<file path="src/rtl/hexrec_pkg.sv">
package hexrec_pkg;

  typedef enum logic [2:0] {
    PH_HUNT,
    PH_COUNT,
    PH_ADDR,
    PH_TYPE,
    PH_DATA,
    PH_CHECK,
    PH_DONE
  } phase_t;

  localparam logic [7:0] CH_COLON = 8'h3A;
  localparam logic [7:0] TY_DATA  = 8'h00;
  localparam logic [7:0] TY_EOF   = 8'h01;
  localparam logic [7:0] TY_SEG   = 8'h02;

  // returns {is_hex, value}
  function automatic logic [4:0] ascii_nibble(input logic [7:0] c);
    logic [7:0] t;
    t = 8'h00;
    if (c >= 8'h30 && c <= 8'h39) begin
      t = c - 8'h30;
      return {1'b1, t[3:0]};
    end else if (c >= 8'h41 && c <= 8'h46) begin
      t = c - 8'h37;
      return {1'b1, t[3:0]};
    end else if (c >= 8'h61 && c <= 8'h66) begin
      t = c - 8'h57;
      return {1'b1, t[3:0]};
    end
    return {1'b0, t[3:0]};
  endfunction

  // segment*16 + load address + byte index, full width
  function automatic logic [31:0] target_addr(input logic [15:0] seg,
                                              input logic [15:0] base,
                                              input logic [7:0]  idx);
    return ({16'h0000, seg} << 4) + {16'h0000, base} + {24'h000000, idx};
  endfunction

endpackage

</file>
<file path="src/rtl/hexrec_digit.sv">
module hexrec_digit
  import hexrec_pkg::*;
(
  input  logic [7:0] ch,
  output logic [3:0] nib,
  output logic       is_hex,
  output logic       is_colon
);
  logic [4:0] dec;

  always_comb begin
    dec      = ascii_nibble(ch);
    nib      = dec[3:0];
    is_hex   = dec[4];
    is_colon = (ch == CH_COLON);
  end
endmodule

</file>
<file path="src/rtl/hexrec_cksum.sv">
module hexrec_cksum (
  input  logic       clk,
  input  logic       rst,
  input  logic       clr,
  input  logic       add,
  input  logic [7:0] byte_in,
  output logic       sum_ok
);
  logic [7:0] sum_q;
  logic [7:0] total;

  always_comb begin
    total  = sum_q + byte_in;
    sum_ok = (total == 8'h00);
  end

  always_ff @(posedge clk) begin
    if (rst || clr) sum_q <= 8'h00;
    else if (add)   sum_q <= total;
  end
endmodule

</file>
<file path="src/rtl/hexrec_loader.sv">
module hexrec_loader
  import hexrec_pkg::*;
#(
  parameter int ADDR_W = 20
) (
  input  logic              clk,
  input  logic              rst,
  input  logic              in_valid,
  output logic              in_ready,
  input  logic [7:0]        in_char,
  output logic              wr_en,
  output logic [ADDR_W-1:0] wr_addr,
  output logic [7:0]        wr_data,
  output logic              done,
  output logic              cksum_err,
  output logic              fmt_err,
  output logic              type_err
);
  localparam int POS_W = 2;
  localparam logic [POS_W-1:0] ADDR_LAST = POS_W'(3);

  phase_t ph;
  logic [POS_W-1:0] pos;
  logic [3:0]  hi4;
  logic [7:0]  cnt, typ, idx;
  logic [15:0] adr, seg;

  logic [3:0] nib;
  logic is_hex, is_colon;
  logic sum_ok;

  hexrec_digit u_digit (
    .ch(in_char), .nib(nib), .is_hex(is_hex), .is_colon(is_colon)
  );

  // named events
  logic acc, in_rec, second, byte_done, hunt_skip, wr_fire, rec_close, end_rec;
  logic [7:0]  cur_byte;
  logic [7:0]  idx_nx;
  logic [31:0] tgt;

  always_comb begin
    in_ready  = (ph != PH_DONE);
    done      = (ph == PH_DONE);
    acc       = in_valid && in_ready;
    in_rec    = (ph != PH_HUNT) && (ph != PH_DONE);
    second    = pos[0];
    cur_byte  = {hi4, nib};
    byte_done = acc && in_rec && is_hex && second;
    hunt_skip = acc && (ph == PH_HUNT) && !is_colon;
    wr_fire   = byte_done && (ph == PH_DATA) && (typ == TY_DATA);
    rec_close = byte_done && (ph == PH_CHECK);
    end_rec   = (typ == TY_EOF) || (cnt == 8'h00 && adr == 16'h0000);
    idx_nx    = idx + 8'd1;
    tgt       = target_addr(seg, adr, idx);
  end

  hexrec_cksum u_cksum (
    .clk(clk), .rst(rst),
    .clr(acc && is_colon),
    .add(byte_done),
    .byte_in(cur_byte),
    .sum_ok(sum_ok)
  );

  always_ff @(posedge clk) begin
    if (rst) begin
      ph        <= PH_HUNT;
      pos       <= '0;
      hi4       <= 4'h0;
      cnt       <= 8'h00;
      typ       <= 8'h00;
      idx       <= 8'h00;
      adr       <= 16'h0000;
      seg       <= 16'h0000;
      wr_en     <= 1'b0;
      wr_addr   <= '0;
      wr_data   <= 8'h00;
      cksum_err <= 1'b0;
      fmt_err   <= 1'b0;
      type_err  <= 1'b0;
    end else begin
      wr_en <= 1'b0;
      if (acc) begin
        if (ph == PH_HUNT) begin
          if (is_colon) begin
            ph  <= PH_COUNT;
            pos <= '0;
          end
        end else if (is_colon) begin
          fmt_err <= 1'b1;
          ph      <= PH_COUNT;
          pos     <= '0;
        end else if (!is_hex) begin
          fmt_err <= 1'b1;
          ph      <= PH_HUNT;
        end else begin
          hi4 <= nib;
          pos <= pos + 1'b1;
          case (ph)
            PH_COUNT: if (second) begin
              cnt <= cur_byte;
              ph  <= PH_ADDR;
              pos <= '0;
            end
            PH_ADDR: begin
              adr <= {adr[11:0], nib};
              if (pos == ADDR_LAST) begin
                ph  <= PH_TYPE;
                pos <= '0;
              end
            end
            PH_TYPE: if (second) begin
              typ <= cur_byte;
              if (hi4 != 4'h0) type_err <= 1'b1;
              idx <= 8'h00;
              pos <= '0;
              ph  <= (cnt == 8'h00) ? PH_CHECK : PH_DATA;
            end
            PH_DATA: if (second) begin
              pos <= '0;
              if (typ == TY_DATA) begin
                wr_en   <= 1'b1;
                wr_addr <= tgt[ADDR_W-1:0];
                wr_data <= cur_byte;
              end
              if (typ == TY_SEG) seg <= {seg[7:0], cur_byte};
              idx <= idx_nx;
              if (idx_nx == cnt) ph <= PH_CHECK;
            end
            PH_CHECK: if (second) begin
              pos <= '0;
              if (!sum_ok) cksum_err <= 1'b1;
              ph <= end_rec ? PH_DONE : PH_HUNT;
            end
            default: ;
          endcase
        end
      end
    end
  end


  rst_clear_chk: assert property (@(posedge clk)
    rst |=> (!done && !wr_en && !cksum_err && !fmt_err && !type_err));


  hunt_skip_chk: assert property (@(posedge clk) disable iff (rst)
    hunt_skip |=> (!wr_en && ph == PH_HUNT));


  wr_pulse_chk: assert property (@(posedge clk) disable iff (rst)
    wr_en |=> !wr_en);


  wr_source_chk: assert property (@(posedge clk) disable iff (rst)
    wr_en |-> $past(wr_fire));


  cks_hold_chk: assert property (@(posedge clk) disable iff (rst)
    cksum_err |=> cksum_err);


  type_hold_chk: assert property (@(posedge clk) disable iff (rst)
    type_err |=> type_err);


  fmt_hold_chk: assert property (@(posedge clk) disable iff (rst)
    fmt_err |=> fmt_err);


  done_hold_chk: assert property (@(posedge clk) disable iff (rst)
    done |=> (done && !in_ready));


  done_quiet_chk: assert property (@(posedge clk) disable iff (rst)
    done |-> !wr_en);


  zero_end_chk: assert property (@(posedge clk) disable iff (rst)
    (rec_close && cnt == 8'h00 && adr == 16'h0000) |=> done);

endmodule

</file>
<file path="config.mk">
export PLATFORM = sky130hd
export DESIGN_NAME = hexrec_loader
export DESIGN_NICKNAME = d
export VERILOG_FILES = /design/src/rtl/hexrec_pkg.sv /design/src/rtl/hexrec_digit.sv /design/src/rtl/hexrec_cksum.sv /design/src/rtl/hexrec_loader.sv
export SDC_FILE = /design/constraint.sdc
export NUM_CORES = 1
export LEC_CHECK = 0
export ABC_AREA = 0
export BUFFER_PORTS_ARGS = -buffer_cell sky130_fd_sc_hd__buf_2
export CORE_ASPECT_RATIO = 0.9
export CORE_UTILIZATION = 60
export DETAILED_ROUTE_END_ITERATION = 12
export GPL_ROUTABILITY_DRIVEN = 0
export GPL_TIMING_DRIVEN = 0
export PLACE_DENSITY = 0.79
export SETUP_SLACK_MARGIN = 0.4
export SLEW_MARGIN = 20
export SYNTH_ARGS = -nofsm -noshare
export SYNTH_HDL_FRONTEND = slang
export SYNTH_SLANG_ARGS = --single-unit
</file>
<file path="constraint.sdc">
create_clock -name clk -period 4.6 [get_ports clk]
set_input_delay 0.92 -clock clk [delete_from_list [all_inputs] [get_ports clk]]
set_output_delay 0.92 -clock clk [all_outputs]
set_load 0.05 [all_outputs]
</file>
# Word level (Yosys, flattened, before mapping)
# Cells that the tools add are included.
# word_totals
ff_bits	105
inputBits	11
output_inout_bits	34
# op_classes
n_addsub	8
order_cmp	6
eq_ne	23
n_mux	36
bitwise_logic	7
reduce_logical	35
# ops
operator	n
7-bit AND reduction	5
3-bit two-way mux	11
8-bit logical NOT	3
4-bit inequality test, second input constant	6
20-bit by 16-bit adder with 20-bit output	1
20-bit by 8-bit adder with 20-bit output	1
5-bit two-way mux	4
8-bit by 7-bit greater-or-equal comparator with 1-bit output, second input constant	2
8-bit by 7-bit <= comparator with 1-bit output, second input constant	2
16-bit logical NOT	1
8-bit two-way mux	2
8-bit one-hot mux with 2 select lines	1
3-bit one-hot mux with 5 select lines	1
2-bit two-way mux	6
4-bit two-way mux	3
6-bit AND reduction	2
1-bit logical AND	10
3-bit equality test, second input constant	3
9-bit AND reduction	1
8-bit by 1-bit adder with 8-bit output, second input constant	1
8-bit adder	1
8-bit by 1-bit equality test with 1-bit output, second input constant	1
8-bit by 2-bit equality test with 1-bit output, second input constant	1
8-bit by 6-bit equality test with 1-bit output, second input constant	1
25 further kinds	45

# Longest topological paths before layout
# Gate-level depths: netlist of the first run.
# logic_depth
depth_word	10
depth_mapped	16

# Cells and area by module
# From an unflattened synthesis of the first run, not the netlist that was laid out.
# hier_totals
cells_unflattened	706
hier_area_um2	6127.1
# modules_own_cells
module	n_inst	cells_per_inst	area_per_inst_um2	seq_area_each_um2
hexrec_loader	1	611	5275.1	1941.9
hexrec_cksum	1	69	629.4	160.2
hexrec_digit	1	26	222.7	0.0

# Worst setup path before layout of the first run
# No wires, ideal clock.
# synth_path
kind	input to register
from	input port in_char[0]
to	register cksum_err
arrival_ns	3.846
required_time_ns	4.509
path_slack_ns	0.663
path_stages	16
n_path_buf	2
path_cell_list	inv_1 ha_1 o21bai_1 a21boi_2 buf_6 or2_1 buf_6 and2_1 ha_1 fa_1 a21o_1 a21o_1 a2111o_1 o311ai_0 nor2_1 a311oi_1
# synth_between
elab_chain_len	10
# synth_rtl
item	line_no	text
start, declared	hexrec_loader.sv:10	input logic [7:0] in_char,
8-bit by 7-bit greater-or-equal comparator with 1-bit output or 8-bit by 7-bit <= comparator with 1-bit output (tied branches)	hexrec_pkg.sv:28	end else if (c >= 8'h61 && c <= 8'h66) begin
1-bit logical AND	hexrec_pkg.sv:28	
4-bit two-way mux or 1-bit two-way mux (tied branches)	hexrec_pkg.sv:28	
4-bit two-way mux or 1-bit two-way mux (tied branches)	hexrec_pkg.sv:25	end else if (c >= 8'h41 && c <= 8'h46) begin
4-bit two-way mux or 1-bit two-way mux (tied branches)	hexrec_pkg.sv:22	if (c >= 8'h30 && c <= 8'h39) begin
5-bit two-way mux (*)	hexrec_pkg.sv:32	return {1'b0, t[3:0]};
net nib[0]	hexrec_loader.sv:28	logic [3:0] nib;
8-bit adder (*)	hexrec_cksum.sv:13	total = sum_q + byte_in;
8-bit logical NOT (*)	hexrec_cksum.sv:14	sum_ok = (total == 8'h00);
1-bit NOT (no source line) (*)	-	
7-bit AND reduction (no source line) (*)	-	
end signal, assigned	hexrec_loader.sv:79	cksum_err <= 1'b0;
end signal, assigned	hexrec_loader.sv:133	if (!sum_ok) cksum_err <= 1'b1;
end, declared	hexrec_loader.sv:15	output logic cksum_err,
# Mark *: on every way through the listed nets, which the timed path passes. The rest lies on a longest branch. The select of a mux whose other input is x is not followed.
# A chain may end at the register's enable or synchronous reset.

# Worst setup path in the final report of the first run
# layout_path
from	input port in_char[1]
to	register cksum_err
# The elaborated chain is that of the path after synthesis.

==> results of run 1 <==
power by group:
part / switching [mW] / total (mW) / internal, mW
clock network: 0.369 / 0.759 / 0.390
logic: 0.0520 / 0.0703 / 0.0183
registers: 0.000130 / 0.908 / 0.908
logic make-up after synthesis:
kind of cell | count (synthesis) | share of synthesized area
xor+xnor | 27 | 0.0388
buf+inv | 46 | 0.0359
compound gates | 167 | 0.189
flops | 105 | 0.345
mux | 47 | 0.0774
simple gates | 250 | 0.206
fa+ha+maj | 49 | 0.108
through the flow:
stage	total power, mW	hold slack [ns]	instances	setup slack [ns]	util
global route	1.78	0.467	875	0.401	0.692
global placement	0.995	0.438	859	0.277	0.660
CTS	1.74	0.451	875	0.510	0.691
detailed placement	0.996	0.442	859	0.167	0.661
finish	1.74	0.448	875	0.624	0.692
floorplan	0.968	0.454	691	0.663	-
Yosys cell counts, types with 5 or more instances:
cell	count	area, um2
a211oi_1	19	143
a21o_1	8	60.1
a21oi_1	54	270
a311oi_1	8	70.1
a31oi_1	5	31.3
and3_1	7	43.8
buf_4	5	37.5
clkbuf_1	18	67.6
dfxtp_1	105	2100
fa_1	6	120
ha_1	42	526
inv_1	15	56.3
mux2i_1	46	460
nand2_1	65	244
nand2b_1	7	43.8
nand3_1	24	120
nand4_1	5	31.3
nor2_1	85	319
nor3_1	10	50.1
nor4_1	11	68.8
o211ai_1	7	52.6
o21ai_0	26	130
xnor2_1	20	175
xor2_1	7	61.3
how the worst max path moves through the flow:
stage | from | end | slack (ns) | depth (start not counted)
after global placement | in_char[0] | cksum_err | 0.28 | 16
after detailed placement | in_char[1] | cksum_err | 0.17 | 15
after global routing | in_char[1] | cksum_err | 0.40 | 16
after floorplan | in_char[0] | cksum_err | 0.66 | 16
after CTS | in_char[1] | cksum_err | 0.51 | 15
final | in_char[1] | cksum_err | 0.62 | 16
layer usage:
layer  vias up  track usage  wire [um]
met5         -            0          0
met4         0        0.115        433
met3        41       0.0698       1360
met2       239        0.502       7350
met1      2650        0.446       7190
li1       2636            -          -
cell usage in the layout, fill, tap and decap left out, types with 4 or more instances in the layout:
cell type and instances:
dfxtp_1 105, nor2_1 85, nand2_1 65, a21oi_1 54, buf_2 46, mux2i_1 45, ha_1 42, o21ai_0 26
nand3_1 24, xnor2_1 19, a211oi_1 19, clkbuf_1 18, inv_1 15, nor4_1 11, nor3_1 10, clkbuf_16 9
a21o_1 8, a311oi_1 8, nand2b_1 7, xor2_1 7, o211ai_1 7, and3_1 7, buf_4 5, a31oi_1 5
nand4_1 5, fa_1 5, o21bai_1 4, or4_1 4, nor2b_1 4, or3_1 4
worst register-to-register path: cells and delay by family, from the launching register on:
kind,cells,cell delay [ns]
fa+ha+maj,3,0.96
flops,1,0.43
mux,1,0.15
compound gates,5,1.73
what timing repair did:
| action | 4_1_cts | 5_1_grt |
|---|---|---|
| hold buffers | 0 | 0 |
| endpoints found under the hold margin | 0 | 0 |
| setup endpoints to repair | 0 | 1 |
| resized for setup | 0 | 4 |
layout make-up:
cell class                      count  area (um2)  share of cell area
Multi-Input combinational cell    540        3790               0.560
Sequential cell                   105        2100               0.310
Clock buffer                       10         239              0.0353
Timing Repair Buffer               42         210              0.0310
Buffer                             31         163              0.0240
Tap cell                          126         158              0.0233
Inverter                           15        56.3             0.00831
Clock inverter                      6        50.0             0.00739
flip-flops by register name, indices dropped and copies added (netlist names), 2 cells and up:
register       count
ph                 3
u_cksum.sum_q      8
cnt                8
hi4                4
pos                2
typ                8
wr_addr           20
wr_data            8
idx                8
seg               16
adr               16
==> flow_summary.yaml, run 1 <==
clock_network:
  clk_pin_slew_ns: 0.07
  post_cts_buffers: 0
  clk_latency_ns: 0.36
  clock_sinks: 105
  cts_buffers: 9
  cts-root-buf: "clkbuf_16"
  cts_buffer_depth: 2
  cts_tree: "done"
  cts.htree.levels: 3
routing:
  vias: 5566
  routed_wl_mm: 16.3
  wl_per_cell_um: 18.7
  ant_nets: 0
  drc_errors: 0
  detail_route.vias_per_cell: 6.36
  drt-initial-drc-count: 486
  dr.pass1.iters: 5
final_layout:
  fillerInstances: 782
  layout-drive-gt1-share: 0.121
  antenna_cells: 0
  design_area_um2: 6770
  final_nets: 803
  syn_to_final_growth_pct: 11.2
hold_path:
  hold_start: "wr_addr[6]"
  worstHoldPathCells: 2
  hp-class: "reg2reg"
  holdPathEnd: "wr_addr[6]"
synthesis:
  synth.yosys.seq_area_share: 0.345
  synth_edf_count: 0
  ys_seq_elements: 105
  synthFlopType: "dfxtp_1"
  synth_cell_types: 76
  syn-cell-area_um2: 6090
  mappedNetlistNets: 750
  netlist_instances: 691
  async_flop_share: 0
  avgSynthCellArea_um2: 8.82
  yosysWarnings: 0
critical_path:
  cp-start-kind: "input port"
  path_cells: "buf_2, inv_1, ha_1, o21bai_1, a21boi_2, buf_6, nand2b_1, xor2_1, nor2_1, ha_1, a21o_1, a21o_1, a2111o_1, o311ai_1, nor2_1, a311oi_1"
  rr_endpoint: "wr_addr[19]"
  reg2regPathDepth: 9
  r2r_start: "idx[1]"
  required_ns: 4.86
  path_delay_family: "compound AO/OA/AOI/OAI gates"
  path_buf_inv: 3
  cpPeakStageDelay_ns: 0.49
  crit_fanout: 10
  worstSetupEndpointType: "flop"
  crit_path_top_delay_cell: "xor2_1"
  r2r_setup_slack_ns: 1.22
  arrival_ns: 4.24
  critical_path_class: "in2reg"
floorplan:
  ios: 45
  die_x_um: 108
  dieArea_um2: 10600
  dieHeight_um: 97.6
  start_util: 0.623
  core_um2: 9780
  rows: 34
placement:
  placedInstanceArea_um2: 6470
  hpwl_mm: 11.9
  portBuffers: 42
timing:
  setup_viol: 0
  slew_violations: 0
  fmax_mhz: 252
  final.setup.tns_ns: 0
  grt_setup_unrepaired: "no"
  worstMarginPinSlew_ns: 0.795
  maxSlewHeadroom: 0.467
  finalCritPeriodShare: 0.864
  hold_viol: 0
  fin_worst_skew_ns: 0.00778
  fin_crit_ns: 3.98
run:
  drv_cap: 0
global_route:
  grt_pass1_wl_mm: 26.5
  overflow: 0
  first_global_vias: 5163
  grt_max_degree: 19
  grtUsageTotal: 0.325
  antenna_found_initial: 0
power_and_ir_drop:
  ir_drop_mv: 0.222
  powerDensity_nw_per_um2: 257
  p_leak_nw: 2.77
outcome:
  status: "finished clean"
(Power assumes the default switching activity.)
==> run 2: changes to the inputs <==
--- a/config.mk
+++ b/config.mk
@@ -13,6 +13,7 @@
 export GPL_ROUTABILITY_DRIVEN = 0
 export GPL_TIMING_DRIVEN = 0
 export PLACE_DENSITY = 0.79
+export REMOVE_ABC_BUFFERS = 1
 export SETUP_SLACK_MARGIN = 0.4
 export SLEW_MARGIN = 20
 export SYNTH_ARGS = -nofsm -noshare
==> flow_summary.yaml, run 2 (same netlist as run 1, synthesis figures left out) <==
critical_path:
  crit_fanout: 10
  path_cells: "buf_2, inv_1, ha_1, o21bai_2, a21boi_4, xnor2_2, and2_1, ha_1, fa_1, a21o_1, a21o_1, a2111o_1, o311ai_1, nor2_1, a311oi_1"
  worstSetupEndpointType: "flop"
  r2r_setup_slack_ns: 1.27
  r2r_start: "idx[1]"
  arrival_ns: 4.25
  path_delay_family: "compound AO/OA/AOI/OAI gates"
  crit_path_top_delay_cell: "a2111o_1"
  reg2regPathDepth: 9
  cp-start-kind: "input port"
  required_ns: 4.87
  cpPeakStageDelay_ns: 0.42
  path_buf_inv: 2
  critical_path_class: "in2reg"
  cp-startpoint: "in_char[1]"
  cp.depth: 15
global_route:
  antenna_found_initial: 0
  grt_pass1_wl_mm: 24.3
  grtUsageTotal: 0.294
  first_global_vias: 4902
  overflow: 0
  grt_max_degree: 73
final_layout:
  syn_to_final_growth_pct: 10.2
  design_area_um2: 6710
  layout-drive-gt1-share: 0.120
  final_nets: 777
  antenna_cells: 0
  layout_commonest_cell: "dfxtp_1"
  final_cell_mix: "dfxtp_1 (105), nor2_1 (84), nand2_1 (65), a21oi_1 (54), mux2i_1 (45)"
  top_register: "wr_addr"
  largest_registers: "wr_addr x20, adr x16, seg x16"
  largest_reg_flops: 20
timing:
  worst_slack_ns: 0.614
  maxSlewHeadroom: 0.249
  fin_crit_ns: 3.99
  fin_worst_skew_ns: 0.0105
  slew_violations: 0
  worstMarginPinSlew_ns: 1.13
  hold_viol: 0
  grt_setup_unrepaired: "no"
  setup_viol: 0
  fmax_mhz: 251
  finalCritPeriodShare: 0.867
routing:
  wl_per_cell_um: 17.5
  drc_errors: 0
  routed_wl_mm: 14.8
  vias: 5269
  ant_nets: 0
  drt-initial-drc-count: 428
  detail_route.vias_per_cell: 6.21
  dr.pass1.iters: 5
outcome:
  status: "finished clean"
clock_network:
  cts_buffers: 9
  cts-root-buf: "clkbuf_16"
  cts.htree.levels: 3
  clk_latency_ns: 0.35
  cts_buffer_depth: 2
  cts_tree: "done"
  clock_sinks: 105
  clk_pin_slew_ns: 0.07
power_and_ir_drop:
  ir_drop_mv: 0.250
  powerDensity_nw_per_um2: 263
  p_leak_nw: 2.73
floorplan:
  core_um2: 9780
  dieHeight_um: 97.6
  rows: 34
  ios: 45
  die_x_um: 108
  dieArea_um2: 10600
  start_util: 0.623
hold_path:
  hp-class: "reg2reg"
  hold_start: "wr_addr[1]"
  worstHoldPathCells: 2
placement:
  portBuffers: 44
  placedInstanceArea_um2: 6360
  dp_slack_ns: -0.00287
  hpwl_mm: 10.6
run:
  drv_cap: 0
## run 2: worst paths after layout
check / end
worst max register to register: wr_addr[19]
worst min-delay path: wr_addr[1]
worst max-delay path: cksum_err
worst min register to register: wr_addr[1]
## run 2: cell type report
class	instances	area (um2)
multi-input cells	540	3830
flip-flops and latches	105	2100
fillers	816	3070
well taps	126	158
inverters	15	56.3
clock inverters	5	63.8
clock buffers	10	239
repair buffers	47	269
## run 2: report_power, final
group	switching (mW)	internal, mW	leakage (nW)
logic	0.0468	0.0205	1.73
clock network	0.353	0.440	0.151
registers	0.000226	0.908	0.845
total	0.400	1.37	2.73
## run 2: metrics by stage
step	hold WS (ns)	cells	power [mW]	TNS, ns	util
finish	0.446	848	1.77	0	0.686
detailed placement	0.442	832	0.990	-0.00287	0.650
global route	0.461	848	1.82	0	0.686
global placement	0.435	830	0.986	0	0.645
floorplan	0.448	660	0.955	0	-
CTS	0.449	847	1.77	0	0.682
## run 2: layer usage
| metal | part of all wire | global-route usage |
|---|---|---|
| met1 | 0.47 | 0.409 |
| met5 | 0 | 0 |
| met3 | 0.054 | 0.0610 |
| met4 | 0.022 | 0.104 |
| met2 | 0.46 | 0.447 |
## run 2: what timing repair did
item | in CTS | in global routing
resized for setup | 2 | 8
pin swaps | 0 | 1
setup buffers | 0 | 1
setup endpoints to repair | 1 | 2
hold buffers | 0 | 0
## run 2: worst reg2reg max path: stages, from the launching register on
cell	delay, ns
dfxtp_1	0.42
ha_1	0.27
ha_1	0.25
fa_1	0.43
a211oi_1	0.39
o21ai_0	0.23
a31oi_1	0.54
o21ai_0	0.24
mux2i_1	0.15
a311o_1	0.31
